**src/rtl/spec_chk_pkg.sv**
```systemverilog
package spec_chk_pkg;
  typedef enum logic [1:0] {
    INS_SAME_REG = 2'd0,
    INS_FREE     = 2'd1,
    INS_EVICT    = 2'd2
  } ins_kind_e;
endpackage

```
**src/rtl/chk_cam_match.sv**
```systemverilog
module chk_cam_match #(
  parameter int N = 4,
  parameter int W = 8
) (
  input  logic [W-1:0] key_i,
  input  logic [N-1:0] valid_i,
  input  logic [W-1:0] tag_i [N],
  output logic [N-1:0] hit_o
);
  for (genvar i = 0; i < N; i++) begin : g_cmp
    assign hit_o[i] = valid_i[i] && (tag_i[i] == key_i);
  end
endmodule

```
**src/rtl/chk_slot_pick.sv**
```systemverilog
module chk_slot_pick
  import spec_chk_pkg::*;
#(
  parameter int N     = 4,
  parameter int IDX_W = 2
) (
  input  logic [N-1:0]     valid_i,
  input  logic [N-1:0]     reg_hit_i,
  input  logic [IDX_W-1:0] rr_i,
  output logic [IDX_W-1:0] slot_o,
  output ins_kind_e        kind_o
);
  always_comb begin
    slot_o = rr_i;
    kind_o = INS_EVICT;
    for (int i = N - 1; i >= 0; i--) begin
      if (!valid_i[i]) begin
        slot_o = IDX_W'(i);
        kind_o = INS_FREE;
      end
    end
    for (int i = 0; i < N; i++) begin
      if (reg_hit_i[i]) begin
        slot_o = IDX_W'(i);
        kind_o = INS_SAME_REG;
      end
    end
  end
endmodule

```
**src/rtl/spec_ld_check_table.sv**
```systemverilog
module spec_ld_check_table
  import spec_chk_pkg::*;
#(
  parameter int NUM_ENTRIES = 4,
  parameter int ADDR_W      = 8,
  parameter int REG_W       = 3,
  parameter int GRAN_LG2    = 3
) (
  input  logic              clk_i,
  input  logic              rst_ni,
  input  logic              flush_i,
  input  logic              ins_valid_i,
  input  logic [REG_W-1:0]  ins_reg_i,
  input  logic [ADDR_W-1:0] ins_addr_i,
  input  logic              st_valid_i,
  input  logic [ADDR_W-1:0] st_addr_i,
  input  logic              chk_valid_i,
  input  logic [REG_W-1:0]  chk_reg_i,
  input  logic              chk_keep_i,
  output logic              chk_ok_o,
  output logic              chk_fail_o
);
  localparam int LINE_W = ADDR_W - GRAN_LG2;
  localparam int IDX_W  = (NUM_ENTRIES > 1) ? $clog2(NUM_ENTRIES) : 1;
  localparam logic [IDX_W-1:0] LAST = IDX_W'(NUM_ENTRIES - 1);

  logic [NUM_ENTRIES-1:0] valid_q;
  logic [REG_W-1:0]       reg_q  [NUM_ENTRIES];
  logic [LINE_W-1:0]      line_q [NUM_ENTRIES];
  logic [IDX_W-1:0]       rr_q;

  logic [NUM_ENTRIES-1:0] ins_hit, st_hit, chk_hit;
  logic [IDX_W-1:0]       ins_slot;
  ins_kind_e              ins_kind;
  logic [LINE_W-1:0]      ins_line, st_line;

  assign ins_line = ins_addr_i[ADDR_W-1:GRAN_LG2];
  assign st_line  = st_addr_i[ADDR_W-1:GRAN_LG2];

  chk_cam_match #(.N(NUM_ENTRIES), .W(REG_W)) u_ins_cam (
    .key_i(ins_reg_i), .valid_i(valid_q), .tag_i(reg_q), .hit_o(ins_hit));
  chk_cam_match #(.N(NUM_ENTRIES), .W(REG_W)) u_chk_cam (
    .key_i(chk_reg_i), .valid_i(valid_q), .tag_i(reg_q), .hit_o(chk_hit));
  chk_cam_match #(.N(NUM_ENTRIES), .W(LINE_W)) u_st_cam (
    .key_i(st_line), .valid_i(valid_q), .tag_i(line_q), .hit_o(st_hit));

  chk_slot_pick #(.N(NUM_ENTRIES), .IDX_W(IDX_W)) u_pick (
    .valid_i(valid_q), .reg_hit_i(ins_hit), .rr_i(rr_q),
    .slot_o(ins_slot), .kind_o(ins_kind));

  assign chk_ok_o   = chk_valid_i && (chk_hit != '0);
  assign chk_fail_o = chk_valid_i && (chk_hit == '0);

  logic chk_remove;
  assign chk_remove = chk_ok_o && !chk_keep_i;

  for (genvar i = 0; i < NUM_ENTRIES; i++) begin : g_ent
    logic ins_here;
    assign ins_here = ins_valid_i && (ins_slot == IDX_W'(i));
    always_ff @(posedge clk_i or negedge rst_ni) begin
      if (!rst_ni) begin
        valid_q[i] <= 1'b0;
        reg_q[i]   <= '0;
        line_q[i]  <= '0;
      end else if (flush_i) begin
        valid_q[i] <= 1'b0;
      end else if (ins_here) begin
        // insert wins over same-cycle store kill or check removal
        valid_q[i] <= 1'b1;
        reg_q[i]   <= ins_reg_i;
        line_q[i]  <= ins_line;
      end else if ((st_valid_i && st_hit[i]) || (chk_remove && chk_hit[i])) begin
        valid_q[i] <= 1'b0;
      end
    end
  end

  always_ff @(posedge clk_i or negedge rst_ni) begin
    if (!rst_ni) begin
      rr_q <= '0;
    end else if (!flush_i && ins_valid_i && ins_kind == INS_EVICT) begin
      rr_q <= (rr_q == LAST) ? '0 : rr_q + 1'b1;
    end
  end

  assert_flush_empty_R1: assert property (@(posedge clk_i) disable iff (!rst_ni)
    flush_i |=> (valid_q == '0));
  assert_outputs_gated_R3: assert property (@(posedge clk_i) disable iff (!rst_ni)
    !(chk_ok_o && chk_fail_o) && ((chk_ok_o || chk_fail_o) == chk_valid_i));
  assert_store_kills_R5: assert property (@(posedge clk_i) disable iff (!rst_ni)
    (st_valid_i && !flush_i && !ins_valid_i) |=> ((valid_q & $past(st_hit)) == '0));
  assert_insert_lives_R9: assert property (@(posedge clk_i) disable iff (!rst_ni)
    (ins_valid_i && !flush_i) |=> valid_q[$past(ins_slot)]);
  assert_unique_reg_R10: assert property (@(posedge clk_i) disable iff (!rst_ni)
    $onehot0(chk_hit) && $onehot0(ins_hit));
  assert_rr_range_R8: assert property (@(posedge clk_i) disable iff (!rst_ni)
    rr_q <= LAST);
endmodule

```
**config.mk**
```make
export PLATFORM = sky130hd
export DESIGN_NAME = spec_ld_check_table
export DESIGN_NICKNAME = d
export VERILOG_FILES = /design/src/rtl/spec_chk_pkg.sv /design/src/rtl/chk_cam_match.sv /design/src/rtl/chk_slot_pick.sv /design/src/rtl/spec_ld_check_table.sv
export SDC_FILE = /design/constraint.sdc
export NUM_CORES = 1
export LEC_CHECK = 0
export BUFFER_PORTS_ARGS = -buffer_cell sky130_fd_sc_hd__buf_4
export CORE_ASPECT_RATIO = 0.7
export CORE_MARGIN = 4
export CORE_UTILIZATION = 55
export DETAILED_ROUTE_END_ITERATION = 10
export PLACE_DENSITY = 0.8
export SLEW_MARGIN = 15
export SYNTH_ARGS = -nofsm -noshare
export SYNTH_HDL_FRONTEND = slang
export SYNTH_HIERARCHICAL = 1
export SYNTH_SLANG_ARGS = --single-unit
```
**constraint.sdc**
```tcl
create_clock -name clk_i -period 2.8 [get_ports clk_i]
set_input_delay 0.42 -clock clk_i [delete_from_list [all_inputs] [get_ports clk_i]]
set_output_delay 0.42 -clock clk_i [all_outputs]
set_load 0.01 [all_outputs]
```
==> results of run 1 <==
## area by class of cell
cell class              count  area share
multi-input cells         131      0.4708
flip-flops and latches     38      0.3794
repair buffers             27     0.08088
clock buffers               6     0.03295
well taps                  50     0.02496
inverters                   4    0.005991
clock inverters             2    0.004993
## metal layers
metal / track usage / part of all wire / vias to the layer above
met2: 0.3288 / 0.46 / 52
li1: - / - / 688
met5: 0 / 0 / -
met3: 0.05427 / 0.071 / 6
met1: 0.2781 / 0.46 / 708
met4: 0.05828 / 0.012 / 0
## through the flow
step	power (mW)	utilization
after global routing	1.975	0.6827
after detailed placement	1.486	0.6568
after CTS	1.881	0.6827
after floorplan	1.297	-
after global placement	1.449	0.6568
final	1.868	0.6827
## power breakdown
group	internal [mW]	total, mW	switching (mW)	leakage [nW]
clock network	0.198	0.387	0.189	0.0472
registers	0.734	0.902	0.169	0.485
logic	0.344	0.579	0.235	0.596
## sequential cells by signal, indices dropped and copies added, names as in the netlist
register / flops
line_q: 20
valid_q: 4
rr_q: 2
reg_q: 12
## logic make-up (layout without fill, tap and decap cells)
family / Yosys count / in the layout
compound gates: 8 / 8
xor+xnor: 44 / 44
fa+ha+maj: 1 / 1
buf+inv: 12 / 39
flops: 38 / 38
mux: 34 / 34
simple gates: 44 / 44
## cell usage in the layout, fill, tap and decap left out
cell type    n
nor2b_1      1
nand2_1      6
and3_1       4
xor2_1      16
a21oi_1      2
nand2b_1     2
and3b_1      1
o41ai_1      1
clkbuf_8     6
clkinv_2     1
dfrtp_1     38
ha_1         1
and2_1       2
a41o_2       1
o31ai_2      1
nand3b_1     3
mux2_2      34
clkinvlp_4   1
buf_4       27
o41ai_2      1
xnor2_1     28
nor4b_4      1
and4_1       8
and4bb_2     3
inv_1        4
a41o_1       2
nor4_1       5
nand4b_2     1
nor2_1       6
nor3_2       1
## final timing paths
kind,from,cells after the start,end,slack (ns)
max in group asynchronous,rst_ni,1,line_q[3]$_DFFE_PN0P_,2.38
worst max-delay path,reg_q[6]$_DFFE_PN0P_,7,line_q[11]$_DFFE_PN0P_,0.27
worst min-delay path,rst_ni,1,reg_q[0]$_DFFE_PN0P_,0.08
worst min register to register,line_q[1]$_DFFE_PN0P_,1,line_q[1]$_DFFE_PN0P_,0.53
min in group clk_i,ins_addr_i[3],2,line_q[0]$_DFFE_PN0P_,0.39
worst max register to register,reg_q[6]$_DFFE_PN0P_,7,line_q[11]$_DFFE_PN0P_,0.27
## critical path: cells and delay by family, from the launching register on
kind / cells / cell delay (ns)
muxes: 1 / 0.38
xor gates and xnor gates: 1 / 0.21
and+or+nand+nor: 3 / 0.95
DFF: 1 / 0.41
AOI/OAI and AO/OA: 2 / 0.45
==> report_table.html, run 1 <==
<table>
<tr><th>Metric</th><th>Value</th></tr>
<tr><th colspan="2">STA</th></tr>
<tr><td>Pins Over Slew Limit</td><td>0</td></tr>
<tr><td>Max Fclk</td><td>0.3948 GHz</td></tr>
<tr><td>RSZ-0062 raised after global routing</td><td>false</td></tr>
<tr><td>Final clock skew</td><td>0.007531 ns</td></tr>
<tr><td>Hold violation count in the final report</td><td>0</td></tr>
<tr><td>Pin slew with the least headroom to its limit</td><td>roughly 0.57 ns</td></tr>
<tr><td>Final cycle utilization of the critical path</td><td>0.9046</td></tr>
<tr><td>Post-route minimum period</td><td>2.533 ns</td></tr>
<tr><td>Total of endpoints with negative setup slack in the final report</td><td>0</td></tr>
<tr><td>Worst slew margin relative to its limit</td><td>0.6156</td></tr>
<tr><td>Fin worst setup slack</td><td>0.2672 ns</td></tr>
<tr><td>Final hold slack</td><td>0.08476 ns</td></tr>
<tr><td>Post-route setup TNS</td><td>0 ns</td></tr>
<tr><th colspan="2">Logic synthesis</th></tr>
<tr><td>Post-synth EDFFs</td><td>0</td></tr>
<tr><td>Simple logic cell fraction of the synthesized area</td><td>0.1465</td></tr>
<tr><td>Post-synthesis area per instance</td><td>12.08 um2</td></tr>
<tr><td>Dominant combinational cell family by area after synthesis</td><td>XOR/XNOR gates</td></tr>
<tr><td>Cells after Synth</td><td>between 150 and 200</td></tr>
<tr><td>Fraction of synthesized cell area taken by the top area cell type</td><td>0.4350</td></tr>
<tr><td>Proportion of register bits with asynchronous set or reset after synthesis</td><td>1.000</td></tr>
<tr><td>Number of flip-flops and latches in the synthesized netlist</td><td>38</td></tr>
<tr><td>Post-synthesis net count</td><td>approximately 210</td></tr>
<tr><td>Netlist Area Pre-Place</td><td>2186 um2</td></tr>
<tr><td>Synth Warn #</td><td>6</td></tr>
<tr><td>Post-synthesis mux area share</td><td>0.1752</td></tr>
<tr><td>Biggest area contributors in the synthesized netlist</td><td>dfrtp_1 (44%), mux2_2 (18%), xnor2_1 (11%)</td></tr>
<tr><td>Portion of the post-synthesis area used by sequential elements</td><td>0.4350</td></tr>
<tr><td>Primary FF master, synth</td><td>dfrtp_1</td></tr>
<tr><td>Number of unique standard cell types used by synthesis</td><td>28</td></tr>
<tr><td>Yosys top cell by area</td><td>dfrtp_1</td></tr>
<tr><td>Leading post-synthesis cells by instance count</td><td>dfrtp_1 (38), mux2_2 (34), xnor2_1 (28), xor2_1 (16), and4_1 (8)</td></tr>
<tr><td>Fraction of the mapped netlist area in compound gates</td><td>0.03606</td></tr>
<tr><td>Post-Synth XOR/XNOR Area</td><td>0.1763</td></tr>
<tr><td>Adder and majority gate portion of the synthesized area</td><td>0.005724</td></tr>
<tr><td>Cell with the most instances after synthesis</td><td>dfrtp_1</td></tr>
<tr><th colspan="2">Finish</th></tr>
<tr><td>Post-route cell area</td><td>roughly 2500 um2</td></tr>
<tr><td>Fillers</td><td>267</td></tr>
<tr><td>Fraction of layout cells with a size suffix above 1</td><td>0.3750</td></tr>
<tr><td>Signed area change from the synthesized netlist to the final layout</td><td>14.65%</td></tr>
<tr><td>Sequential cell area</td><td>950.9 um2</td></tr>
<tr><td>Post-route insts no fill</td><td>258</td></tr>
<tr><td>Combined area of the multi-input logic cells</td><td>approximately 1200 um2</td></tr>
<tr><td>Antenna cells</td><td>0</td></tr>
<tr><td>Number of nets in the final layout</td><td>between 200 and 250</td></tr>
<tr><th colspan="2">Global route</th></tr>
<tr><td>GRT Residual Overflow</td><td>0</td></tr>
<tr><td>Vias in the first global route</td><td>1,554</td></tr>
<tr><td>Maximum number of pins on one net before global-route repair</td><td>39</td></tr>
<tr><td>Total routing resource utilization after global routing</td><td>0.2039</td></tr>
<tr><td>Initial antenna violation count</td><td>0</td></tr>
<tr><td>Global-route wire length before repair</td><td>7.803 mm</td></tr>
<tr><th colspan="2">Clock tree</th></tr>
<tr><td>Number of buffers inserted to repair setup after CTS</td><td>0</td></tr>
<tr><td>TritonCTS clock tree</td><td>done</td></tr>
<tr><td>Hold buffer count at cts</td><td>0</td></tr>
<tr><td>CTS buffer count</td><td>5</td></tr>
<tr><td>Buffer cell driving the clock tree root</td><td>clkbuf_8</td></tr>
<tr><td>Worst skew pair latency</td><td>a little under 0.3 ns</td></tr>
<tr><td>Resized cells post-CTS</td><td>0</td></tr>
<tr><td>Longest Clk Path Bufs</td><td>2</td></tr>
<tr><td># clock sinks</td><td>38</td></tr>
<tr><td>Clock input transition at the sequential cells of the worst setup and hold paths</td><td>roughly 0.07 ns</td></tr>
<tr><td>Number of H-tree levels</td><td>2</td></tr>
<tr><th colspan="2">Worst setup path</th></tr>
<tr><td>CP peak stage delay</td><td>0.51 ns</td></tr>
<tr><td>Critical path endpoint category</td><td>flop</td></tr>
<tr><td>Arrival @ worst endpoint</td><td>2.70 ns</td></tr>
<tr><td>Startpoint-to-endpoint class of the critical path</td><td>reg2reg</td></tr>
<tr><td>Data required time at the worst endpoint</td><td>2.97 ns</td></tr>
<tr><td>Startpoint types</td><td>flop</td></tr>
<tr><td>Critical Path Slowest Stage Cell</td><td>and4bb_2</td></tr>
<tr><td>Highest net fanout along the worst path</td><td>9</td></tr>
<tr><td>Cell breakdown of the critical path</td><td>xnor2_1 -&gt; and4_1 -&gt; nand2b_1 -&gt; a21oi_1 -&gt; o31ai_2 -&gt; and4bb_2 -&gt; mux2_2</td></tr>
<tr><th colspan="2">Pwr</th></tr>
<tr><td>Total power divided by cell area</td><td>roughly 750 nW/um2</td></tr>
<tr><td>Leak Pwr</td><td>1.128 nW</td></tr>
<tr><td>Worst supply voltage drop on vdd</td><td>approximately 0.00041 V</td></tr>
<tr><th colspan="2">Place</th></tr>
<tr><td>Placement-stage cell area</td><td>between 2000 and 2500 um2</td></tr>
<tr><td>HPWL after detailed placement</td><td>between 3 and 4 mm</td></tr>
<tr><td>Final weighted congestion of routability-driven global placement</td><td>0.9286</td></tr>
<tr><td>Number of cells after detailed placement</td><td>250</td></tr>
<tr><td>Dpl ws</td><td>0.1037 ns</td></tr>
<tr><td>Count of port buffers added during placement</td><td>24</td></tr>
<tr><th colspan="2">Drt</th></tr>
<tr><td>Count of routing violations after the opening detailed-route iteration</td><td>roughly 90</td></tr>
<tr><td>Post-detailed-route wirelength per cell</td><td>18.01 um</td></tr>
<tr><td>Number of detailed-routing iterations run before antenna repair</td><td>4</td></tr>
<tr><td>Vias per inst</td><td>5.636</td></tr>
<tr><td>Residual antenna-violating net count after detailed routing</td><td>0</td></tr>
<tr><td>Wire length reported by the detailed router</td><td>4.647 mm</td></tr>
<tr><td>Vias after detailed routing</td><td>roughly 1,500</td></tr>
<tr><td>DR DRC count</td><td>0</td></tr>
<tr><th colspan="2">Floorplan</th></tr>
<tr><td>Die outline height</td><td>slightly above 60 um</td></tr>
<tr><td>X dimension of the die</td><td>83.35 um</td></tr>
<tr><td>Die footprint</td><td>just over 5000 um2</td></tr>
<tr><td>Starting utilization of the core area</td><td>0.5954</td></tr>
<tr><td>I/O pin total</td><td>31</td></tr>
<tr><td>Std cell rows</td><td>18</td></tr>
<tr><td>Area of the core region</td><td>around 3700 um2</td></tr>
<tr><th colspan="2">Run</th></tr>
<tr><td>Maximum capacitance violations</td><td>0</td></tr>
<tr><th colspan="2">Min path</th></tr>
<tr><td>Worst min-delay path class</td><td>in2async</td></tr>
<tr><th colspan="2">Run status</th></tr>
<tr><td>Run status</td><td>completed</td></tr>
</table>
No activity file was read; power rests on OpenSTA's default activity.
==> inputs of run 2 (changes only) <==
- GPL_ROUTABILITY_DRIVEN: unset -> 0
- REMOVE_ABC_BUFFERS: unset -> 1
==> run 2 against run 1 <==
  * Combinational power decreased by 3%
  * Clock skew about the same
  * Core utilization increased by 0.95 points
  * Sequential power increased by 1%
  * Routed wire length increased by 0.45%
  * Clock-buffer cell count decreased by 1
  * Non-clock buffer count decreased by 1
  * Sequential cell count unchanged
  * Power increased by 9.3%
  * Register-to-register slack about the same
  * Critical path type unchanged
==> report_table.html, run 2 (synthesized netlist as in run 1, its figures left out) <==
<table>
<tr><th>Metric</th><th>Value</th></tr>
<tr><th colspan="2">Clock tree</th></tr>
<tr><td>Worst skew pair latency</td><td>0.30 ns</td></tr>
<tr><td>Resized cells post-CTS</td><td>0</td></tr>
<tr><td>Number of H-tree levels</td><td>2</td></tr>
<tr><td>Hold buffer count at cts</td><td>0</td></tr>
<tr><td>Longest Clk Path Bufs</td><td>2</td></tr>
<tr><td>Number of buffers inserted to repair setup after CTS</td><td>0</td></tr>
<tr><td>Clock input transition at the sequential cells of the worst setup and hold paths</td><td>roughly 0.08 ns</td></tr>
<tr><td>CTS buffer count</td><td>5</td></tr>
<tr><td># clock sinks</td><td>38</td></tr>
<tr><td>TritonCTS clock tree</td><td>done</td></tr>
<tr><td>Buffer cell driving the clock tree root</td><td>clkbuf_8</td></tr>
<tr><th colspan="2">Worst setup path</th></tr>
<tr><td>Cell breakdown of the critical path</td><td>xnor2_1 -&gt; and4_1 -&gt; nand2b_1 -&gt; a21oi_1 -&gt; o31ai_2 -&gt; and4bb_2 -&gt; mux2_2</td></tr>
<tr><td>Critical Path Slowest Stage Cell</td><td>and4bb_2</td></tr>
<tr><td>Largest delay share family, worst path</td><td>simple AND/OR/NAND/NOR gates</td></tr>
<tr><td>CP peak stage delay</td><td>about 0.52 ns</td></tr>
<tr><td>Data required time at the worst endpoint</td><td>2.99 ns</td></tr>
<tr><td>Startpoint-to-endpoint class of the critical path</td><td>reg2reg</td></tr>
<tr><td>Highest net fanout along the worst path</td><td>9</td></tr>
<tr><td>Critical path endpoint category</td><td>flop</td></tr>
<tr><td>Startpoint types</td><td>flop</td></tr>
<tr><td>Buffering stage count on the worst path with inverters included</td><td>0</td></tr>
<tr><td>Arrival @ worst endpoint</td><td>~2.7 ns</td></tr>
<tr><th colspan="2">STA</th></tr>
<tr><td>Post-route setup TNS</td><td>0 ns</td></tr>
<tr><td>RSZ-0062 raised after global routing</td><td>false</td></tr>
<tr><td>Post-route minimum period</td><td>about 2.5 ns</td></tr>
<tr><td>Pins Over Slew Limit</td><td>0</td></tr>
<tr><td>Final clock skew</td><td>0.007249 ns</td></tr>
<tr><td>Final cycle utilization of the critical path</td><td>0.9002</td></tr>
<tr><td>Worst slew margin relative to its limit</td><td>0.6134</td></tr>
<tr><td>Pin slew with the least headroom to its limit</td><td>0.5737 ns</td></tr>
<tr><td>Max Fclk</td><td>between 0.3 and 0.4 GHz</td></tr>
<tr><td>Hold violation count in the final report</td><td>0</td></tr>
<tr><td>Total of endpoints with negative setup slack in the final report</td><td>0</td></tr>
<tr><th colspan="2">Finish</th></tr>
<tr><td>Number of nets in the final layout</td><td>236</td></tr>
<tr><td>Signed area change from the synthesized netlist to the final layout</td><td>16.26%</td></tr>
<tr><td>Most flops, register</td><td>line_q</td></tr>
<tr><td>Fraction of layout cells with a size suffix above 1</td><td>0.3720</td></tr>
<tr><td>Antenna cells</td><td>0</td></tr>
<tr><td>Flip-flop count of the largest register after layout</td><td>20</td></tr>
<tr><td>Leading cell types in the layout, fill and taps excluded</td><td>dfrtp_1 (38), mux2_2 (34), xnor2_1 (28)</td></tr>
<tr><td>Utilization after layout</td><td>0.6922</td></tr>
<tr><td>Largest registers in the final layout</td><td>line_q: 20 flops, reg_q: 12 flops, valid_q: 4 flops</td></tr>
<tr><td>Most frequent standard cell in the layout excluding fill and tap cells</td><td>dfrtp_1</td></tr>
<tr><th colspan="2">Global route</th></tr>
<tr><td>Initial antenna violation count</td><td>0</td></tr>
<tr><td>GRT Residual Overflow</td><td>0</td></tr>
<tr><td>Total routing resource utilization after global routing</td><td>0.2031</td></tr>
<tr><td>Vias in the first global route</td><td>approximately 1,500</td></tr>
<tr><td>Global-route wire length before repair</td><td>a little under 8 mm</td></tr>
<tr><td>Maximum number of pins on one net before global-route repair</td><td>39</td></tr>
<tr><th colspan="2">Drt</th></tr>
<tr><td>Residual antenna-violating net count after detailed routing</td><td>0</td></tr>
<tr><td>Count of routing violations after the opening detailed-route iteration</td><td>a little under 100</td></tr>
<tr><td>Number of detailed-routing iterations run before antenna repair</td><td>4</td></tr>
<tr><td>Wire length reported by the detailed router</td><td>4.668 mm</td></tr>
<tr><td>Vias per inst</td><td>5.665</td></tr>
<tr><td>Vias after detailed routing</td><td>around 1,500</td></tr>
<tr><td>Post-detailed-route wirelength per cell</td><td>18.16 um</td></tr>
<tr><td>DR DRC count</td><td>0</td></tr>
<tr><th colspan="2">Place</th></tr>
<tr><td>HPWL after detailed placement</td><td>~3.5 mm</td></tr>
<tr><td>Count of port buffers added during placement</td><td>24</td></tr>
<tr><th colspan="2">Floorplan</th></tr>
<tr><td>X dimension of the die</td><td>about 83 um</td></tr>
<tr><td>Std cell rows</td><td>18</td></tr>
<tr><td>Die footprint</td><td>5063 um2</td></tr>
<tr><td>Area of the core region</td><td>3671 um2</td></tr>
<tr><td>Die outline height</td><td>a little over 60 um</td></tr>
<tr><td>Starting utilization of the core area</td><td>0.5954</td></tr>
<tr><td>I/O pin total</td><td>31</td></tr>
<tr><th colspan="2">Run</th></tr>
<tr><td>Maximum capacitance violations</td><td>0</td></tr>
<tr><th colspan="2">Run status</th></tr>
<tr><td>Run status</td><td>completed</td></tr>
<tr><th colspan="2">Min path</th></tr>
<tr><td>Worst min-delay path class</td><td>in2async</td></tr>
<tr><th colspan="2">Pwr</th></tr>
<tr><td>Worst supply voltage drop on vdd</td><td>0.0004614 V</td></tr>
<tr><td>Total power divided by cell area</td><td>about 800 nW/um2</td></tr>
<tr><td>Leak Pwr</td><td>1.145 nW</td></tr>
</table>
-- run 2: final timing paths --
| path | startpoint | to | slack [ns] | depth (start not counted) |
|---|---|---|---|---|
| worst max-delay path | reg_q[6]$_DFFE_PN0P_ | line_q[13]$_DFFE_PN0P_ | 0.28 | 7 |
| worst min-delay path | rst_ni | reg_q[3]$_DFFE_PN0P_ | 0.07 | 1 |
| worst max register to register | reg_q[6]$_DFFE_PN0P_ | line_q[13]$_DFFE_PN0P_ | 0.28 | 7 |
| worst min register to register | line_q[1]$_DFFE_PN0P_ | line_q[1]$_DFFE_PN0P_ | 0.53 | 1 |
| max in group asynchronous | rst_ni | valid_q[2]$_DFFE_PN0P_ | 2.39 | 1 |
| min in group clk_i | flush_i | valid_q[3]$_DFFE_PN0P_ | 0.37 | 2 |
-- run 2: metrics by stage --
step | instance area [um2] | setup slack (ns) | cells | hold slack (ns) | power, mW
after floorplan | 2146 | 0.6175 | 173 | 0.1244 | 1.287
after global placement | 2404 | 0.2550 | 249 | 0.3981 | 1.431
after detailed placement | 2404 | 0.1383 | 249 | 0.4130 | 1.482
after CTS | 2541 | 0.2949 | 257 | 0.08875 | 2.052
after global routing | 2541 | 0.1395 | 257 | 0.1120 | 2.152
final | 2541 | 0.2795 | 257 | 0.07280 | 2.042
-- run 2: power breakdown --
group / leakage [nW] / internal, mW / total [mW] / switching, mW
Clock: 0.0683 / 0.357 / 0.566 / 0.209
Sequential: 0.485 / 0.733 / 0.915 / 0.182
Combinational: 0.592 / 0.343 / 0.561 / 0.218
Total: 1.15 / 1.43 / 2.04 / 0.609
-- run 2: metal layers --
layer  vias up  global-route usage  routed length (um)
met4         0             0.07692                  70
li1        694                   -                   -
met5         -                   0                   0
met1       728              0.2705                2276
met3         8             0.04478                 160
met2        26              0.3345                2161
-- run 2: final cells by class --
class | instances | area, um2
clock buffers | 5 | 68.82
clock inverters | 3 | 68.82
fillers | 270 | 1130
inverters | 4 | 15.01
multi-input cells | 131 | 1180
flip-flops and latches | 38 | 950.9
well taps | 50 | 62.56
repair buffers | 26 | 195.2
==> inputs of run 3 (changes only) <==
- SYNTH_HIERARCHICAL: 1 -> unset
==> run 3 against run 2 <==
  * Sequential cell count stayed put
  * Synthesized cell count is 24% higher
  * Non-clock buffer count is 4 higher
  * Highest routed layer unchanged
==> report_table.html, run 3 <==
<table>
<tr><th>Metric</th><th>Value</th></tr>
<tr><th colspan="2">Pwr</th></tr>
<tr><td>Leak Pwr</td><td>around 1.3 nW</td></tr>
<tr><td>Total power divided by cell area</td><td>701.2 nW/um2</td></tr>
<tr><td>Worst supply voltage drop on vdd</td><td>0.0004688 V</td></tr>
<tr><td>Power Total</td><td>roughly 1.9 mW</td></tr>
<tr><th colspan="2">STA</th></tr>
<tr><td>Final cycle utilization of the critical path</td><td>0.7674</td></tr>
<tr><td>RSZ-0062 raised after global routing</td><td>false</td></tr>
<tr><td>Pin slew with the least headroom to its limit</td><td>0.5698 ns</td></tr>
<tr><td>Post-route setup TNS</td><td>0 ns</td></tr>
<tr><td>Hold violation count in the final report</td><td>0</td></tr>
<tr><td>Max Fclk</td><td>between 0.4 and 0.5 GHz</td></tr>
<tr><td>Final clock skew</td><td>roughly 0.0090 ns</td></tr>
<tr><td>Worst slew margin relative to its limit</td><td>0.6173</td></tr>
<tr><td>Post-route minimum period</td><td>2.149 ns</td></tr>
<tr><td>Pins Over Slew Limit</td><td>0</td></tr>
<tr><td>Total of endpoints with negative setup slack in the final report</td><td>0</td></tr>
<tr><th colspan="2">Logic synthesis</th></tr>
<tr><td>Proportion of register bits with asynchronous set or reset after synthesis</td><td>1.000</td></tr>
<tr><td>Post-synth EDFFs</td><td>0</td></tr>
<tr><td>Synth Warn #</td><td>0</td></tr>
<tr><td>Netlist Area Pre-Place</td><td>2356 um2</td></tr>
<tr><td>Biggest area contributors in the synthesized netlist</td><td>dfrtp_1 (40%), xor2_1 (12%), mux2_2 (11%)</td></tr>
<tr><td>Cells after Synth</td><td>225</td></tr>
<tr><td>Number of unique standard cell types used by synthesis</td><td>39</td></tr>
<tr><td>Cell with the most instances after synthesis</td><td>dfrtp_1</td></tr>
<tr><td>Post-synthesis area per instance</td><td>10.47 um2</td></tr>
<tr><td>Primary FF master, synth</td><td>dfrtp_1</td></tr>
<tr><td>Leading post-synthesis cells by instance count</td><td>dfrtp_1 (38), xor2_1 (32), mux2_2 (24), inv_1 (14)</td></tr>
<tr><td>Number of flip-flops and latches in the synthesized netlist</td><td>38</td></tr>
<tr><td>Portion of the post-synthesis area used by sequential elements</td><td>0.4036</td></tr>
<tr><td>Fraction of synthesized cell area taken by the top area cell type</td><td>0.4036</td></tr>
<tr><td>Yosys top cell by area</td><td>dfrtp_1</td></tr>
<tr><th colspan="2">Floorplan</th></tr>
<tr><td>Die footprint</td><td>5411 um2</td></tr>
<tr><td>I/O pin total</td><td>31</td></tr>
<tr><td>Area of the core region</td><td>about 4000 um2</td></tr>
<tr><td>Std cell rows</td><td>19</td></tr>
<tr><td>Starting utilization of the core area</td><td>0.5864</td></tr>
<tr><td>X dimension of the die</td><td>86.23 um</td></tr>
<tr><td>Die outline height</td><td>62.76 um</td></tr>
<tr><th colspan="2">Clock tree</th></tr>
<tr><td>TritonCTS clock tree</td><td>done</td></tr>
<tr><td>Resized cells post-CTS</td><td>0</td></tr>
<tr><td>CTS buffer count</td><td>5</td></tr>
<tr><td>Hold buffer count at cts</td><td>0</td></tr>
<tr><td>Worst skew pair latency</td><td>0.29 ns</td></tr>
<tr><td>Clock input transition at the sequential cells of the worst setup and hold paths</td><td>0.08 ns</td></tr>
<tr><td>Buffer cell driving the clock tree root</td><td>clkbuf_8</td></tr>
<tr><td>Number of H-tree levels</td><td>2</td></tr>
<tr><td># clock sinks</td><td>38</td></tr>
<tr><td>Number of buffers inserted to repair setup after CTS</td><td>0</td></tr>
<tr><td>Longest Clk Path Bufs</td><td>2</td></tr>
<tr><th colspan="2">Worst setup path</th></tr>
<tr><td>Highest net fanout along the worst path</td><td>9</td></tr>
<tr><td>Largest delay share family, worst path</td><td>simple AND/OR/NAND/NOR gates</td></tr>
<tr><td>CP peak stage delay</td><td>between 0.5 and 0.6 ns</td></tr>
<tr><td>Startpoint types</td><td>flop</td></tr>
<tr><td>Critical path endpoint category</td><td>flop</td></tr>
<tr><td>Startpoint-to-endpoint class of the critical path</td><td>reg2reg</td></tr>
<tr><td>Arrival @ worst endpoint</td><td>2.32 ns</td></tr>
<tr><td>Cell breakdown of the critical path</td><td>xnor2_1 -&gt; and3_4 -&gt; nor4_4 -&gt; nand3b_4 -&gt; mux2_2</td></tr>
<tr><td>Buffering stage count on the worst path with inverters included</td><td>0</td></tr>
<tr><td>Critical Path Slowest Stage Cell</td><td>nor4_4</td></tr>
<tr><td>Data required time at the worst endpoint</td><td>2.97 ns</td></tr>
<tr><th colspan="2">Run</th></tr>
<tr><td>Maximum capacitance violations</td><td>0</td></tr>
<tr><th colspan="2">Global route</th></tr>
<tr><td>Total routing resource utilization after global routing</td><td>0.1999</td></tr>
<tr><td>GRT Residual Overflow</td><td>0</td></tr>
<tr><td>Vias in the first global route</td><td>about 1,700</td></tr>
<tr><td>Initial antenna violation count</td><td>0</td></tr>
<tr><td>Global-route wire length before repair</td><td>8.487 mm</td></tr>
<tr><td>Maximum number of pins on one net before global-route repair</td><td>39</td></tr>
<tr><th colspan="2">Finish</th></tr>
<tr><td>Leading cell types in the layout, fill and taps excluded</td><td>dfrtp_1 (38), xor2_1 (32), buf_4 (30)</td></tr>
<tr><td>Fraction of layout cells with a size suffix above 1</td><td>0.2767</td></tr>
<tr><td>Number of nets in the final layout</td><td>282</td></tr>
<tr><td>Most flops, register</td><td>line_q</td></tr>
<tr><td>Flip-flop count of the largest register after layout</td><td>20</td></tr>
<tr><td>Most frequent standard cell in the layout excluding fill and tap cells</td><td>dfrtp_1</td></tr>
<tr><td>Largest registers in the final layout</td><td>line_q: 20 flops, reg_q: 12 flops, valid_q: 4 flops</td></tr>
<tr><td>Antenna cells</td><td>0</td></tr>
<tr><td>Signed area change from the synthesized netlist to the final layout</td><td>14.34%</td></tr>
<tr><td>Utilization after layout</td><td>0.6705</td></tr>
<tr><td>Post-route insts no fill</td><td>slightly above 300</td></tr>
<tr><td>Fillers</td><td>between 300 and 400</td></tr>
<tr><th colspan="2">Drt</th></tr>
<tr><td>Residual antenna-violating net count after detailed routing</td><td>0</td></tr>
<tr><td>Vias after detailed routing</td><td>1,809</td></tr>
<tr><td>Number of detailed-routing iterations run before antenna repair</td><td>4</td></tr>
<tr><td>DR DRC count</td><td>0</td></tr>
<tr><td>Count of routing violations after the opening detailed-route iteration</td><td>117</td></tr>
<tr><td>Post-detailed-route wirelength per cell</td><td>16.87 um</td></tr>
<tr><td>Wire length reported by the detailed router</td><td>approximately 5.1 mm</td></tr>
<tr><td>Vias per inst</td><td>5.931</td></tr>
<tr><th colspan="2">Run status</th></tr>
<tr><td>Run status</td><td>completed</td></tr>
<tr><th colspan="2">Place</th></tr>
<tr><td>Number of cells after detailed placement</td><td>297</td></tr>
<tr><td>Count of port buffers added during placement</td><td>24</td></tr>
<tr><td>HPWL after detailed placement</td><td>3.750 mm</td></tr>
<tr><th colspan="2">Min path</th></tr>
<tr><td>Worst min-delay path class</td><td>in2async</td></tr>
</table>
[run 3: cell types whose count changed after synthesis, moves of 6 or more]
| cell | before | now |
|---|---|---|
| xnor2_1 | 28 | 9 |
| xor2_1 | 16 | 32 |
| nand3_1 | 0 | 12 |
| inv_1 | 4 | 14 |
| mux2_2 | 34 | 24 |
| a211o_1 | 0 | 8 |
| a31oi_1 | 0 | 8 |
| nand4_1 | 0 | 8 |
| and4_1 | 8 | 1 |
| clkbuf_2 | 6 | 0 |
| nor2_1 | 6 | 12 |
[run 3: stage by stage]
| stage | setup WS (ns) | hold WS, ns | instance area (um2) |
|---|---|---|---|
| after detailed placement | 0.4789 | 0.4143 | 2585 |
| after floorplan | 0.5836 | 0.1244 | 2295 |
| final | 0.6512 | 0.08785 | 2694 |
| after global placement | 0.4964 | 0.4134 | 2585 |
| after CTS | 0.6477 | 0.09826 | 2694 |
| after global routing | 0.5470 | 0.1293 | 2694 |
[run 3: layout make-up]
| cell class | count | area (um2) | share of cell area |
|---|---|---|---|
| inverters | 14 | 52.55 | 0.01951 |
| well taps | 52 | 65.06 | 0.02415 |
| flip-flops and latches | 38 | 950.9 | 0.3530 |
| clock buffers | 5 | 68.82 | 0.02555 |
| multi-input cells | 163 | 1291 | 0.4793 |
| repair buffers | 30 | 225.2 | 0.08360 |
| clock inverters | 3 | 40.04 | 0.01486 |
[run 3: power breakdown]
| part | internal, mW | switching, mW | total [mW] |
|---|---|---|---|
| combinational | 0.306 | 0.262 | 0.568 |
| sequential | 0.713 | 0.154 | 0.866 |
| clock | 0.262 | 0.192 | 0.454 |
| total | 1.28 | 0.608 | 1.89 |
[run 3: cells by family (layout without fill, tap and decap cells)]
group,after synthesis,after routing,synth area share
AOI/OAI and AO/OA,33,33,0.1014
xor gates and xnor gates,41,41,0.1524
adders and majority gates,1,1,0.005310
buffers and inverters,24,52,0.04832
DFF,38,38,0.4036
muxes,26,26,0.1243
and+or+nand+nor,62,62,0.1646
[run 3: path summary, 6_finish.rpt]
path / start / end / slack [ns] / depth (start not counted)
hold / removal: rst_ni / line_q[12]$_DFFE_PN0P_ / 0.09 / 1
setup / recovery: reg_q[10]$_DFFE_PN0P_ / line_q[15]$_DFFE_PN0P_ / 0.65 / 5
min in group clk_i: ins_addr_i[7] / line_q[19]$_DFFE_PN0P_ / 0.39 / 2
setup reg to reg: reg_q[10]$_DFFE_PN0P_ / line_q[15]$_DFFE_PN0P_ / 0.65 / 5
max in group asynchronous: rst_ni / line_q[4]$_DFFE_PN0P_ / 2.37 / 1
hold reg to reg: line_q[17]$_DFFE_PN0P_ / line_q[17]$_DFFE_PN0P_ / 0.51 / 1
[run 3: per-layer routing]
metal  GRT usage  up-vias  share of wire
li1            -      862              -
met1      0.3062      866           0.48
met2      0.2827       72           0.42
met3     0.04084        9          0.077
met4     0.05642        0          0.014
met5           0        -              0
[run 3: worst register-to-register path, cell delays in order (launching register included)]
cell and delay [ns]:
dfrtp_1 0.42, xnor2_1 0.15, and3_4 0.21, nor4_4 0.56, nand3b_4 0.34, mux2_2 0.35
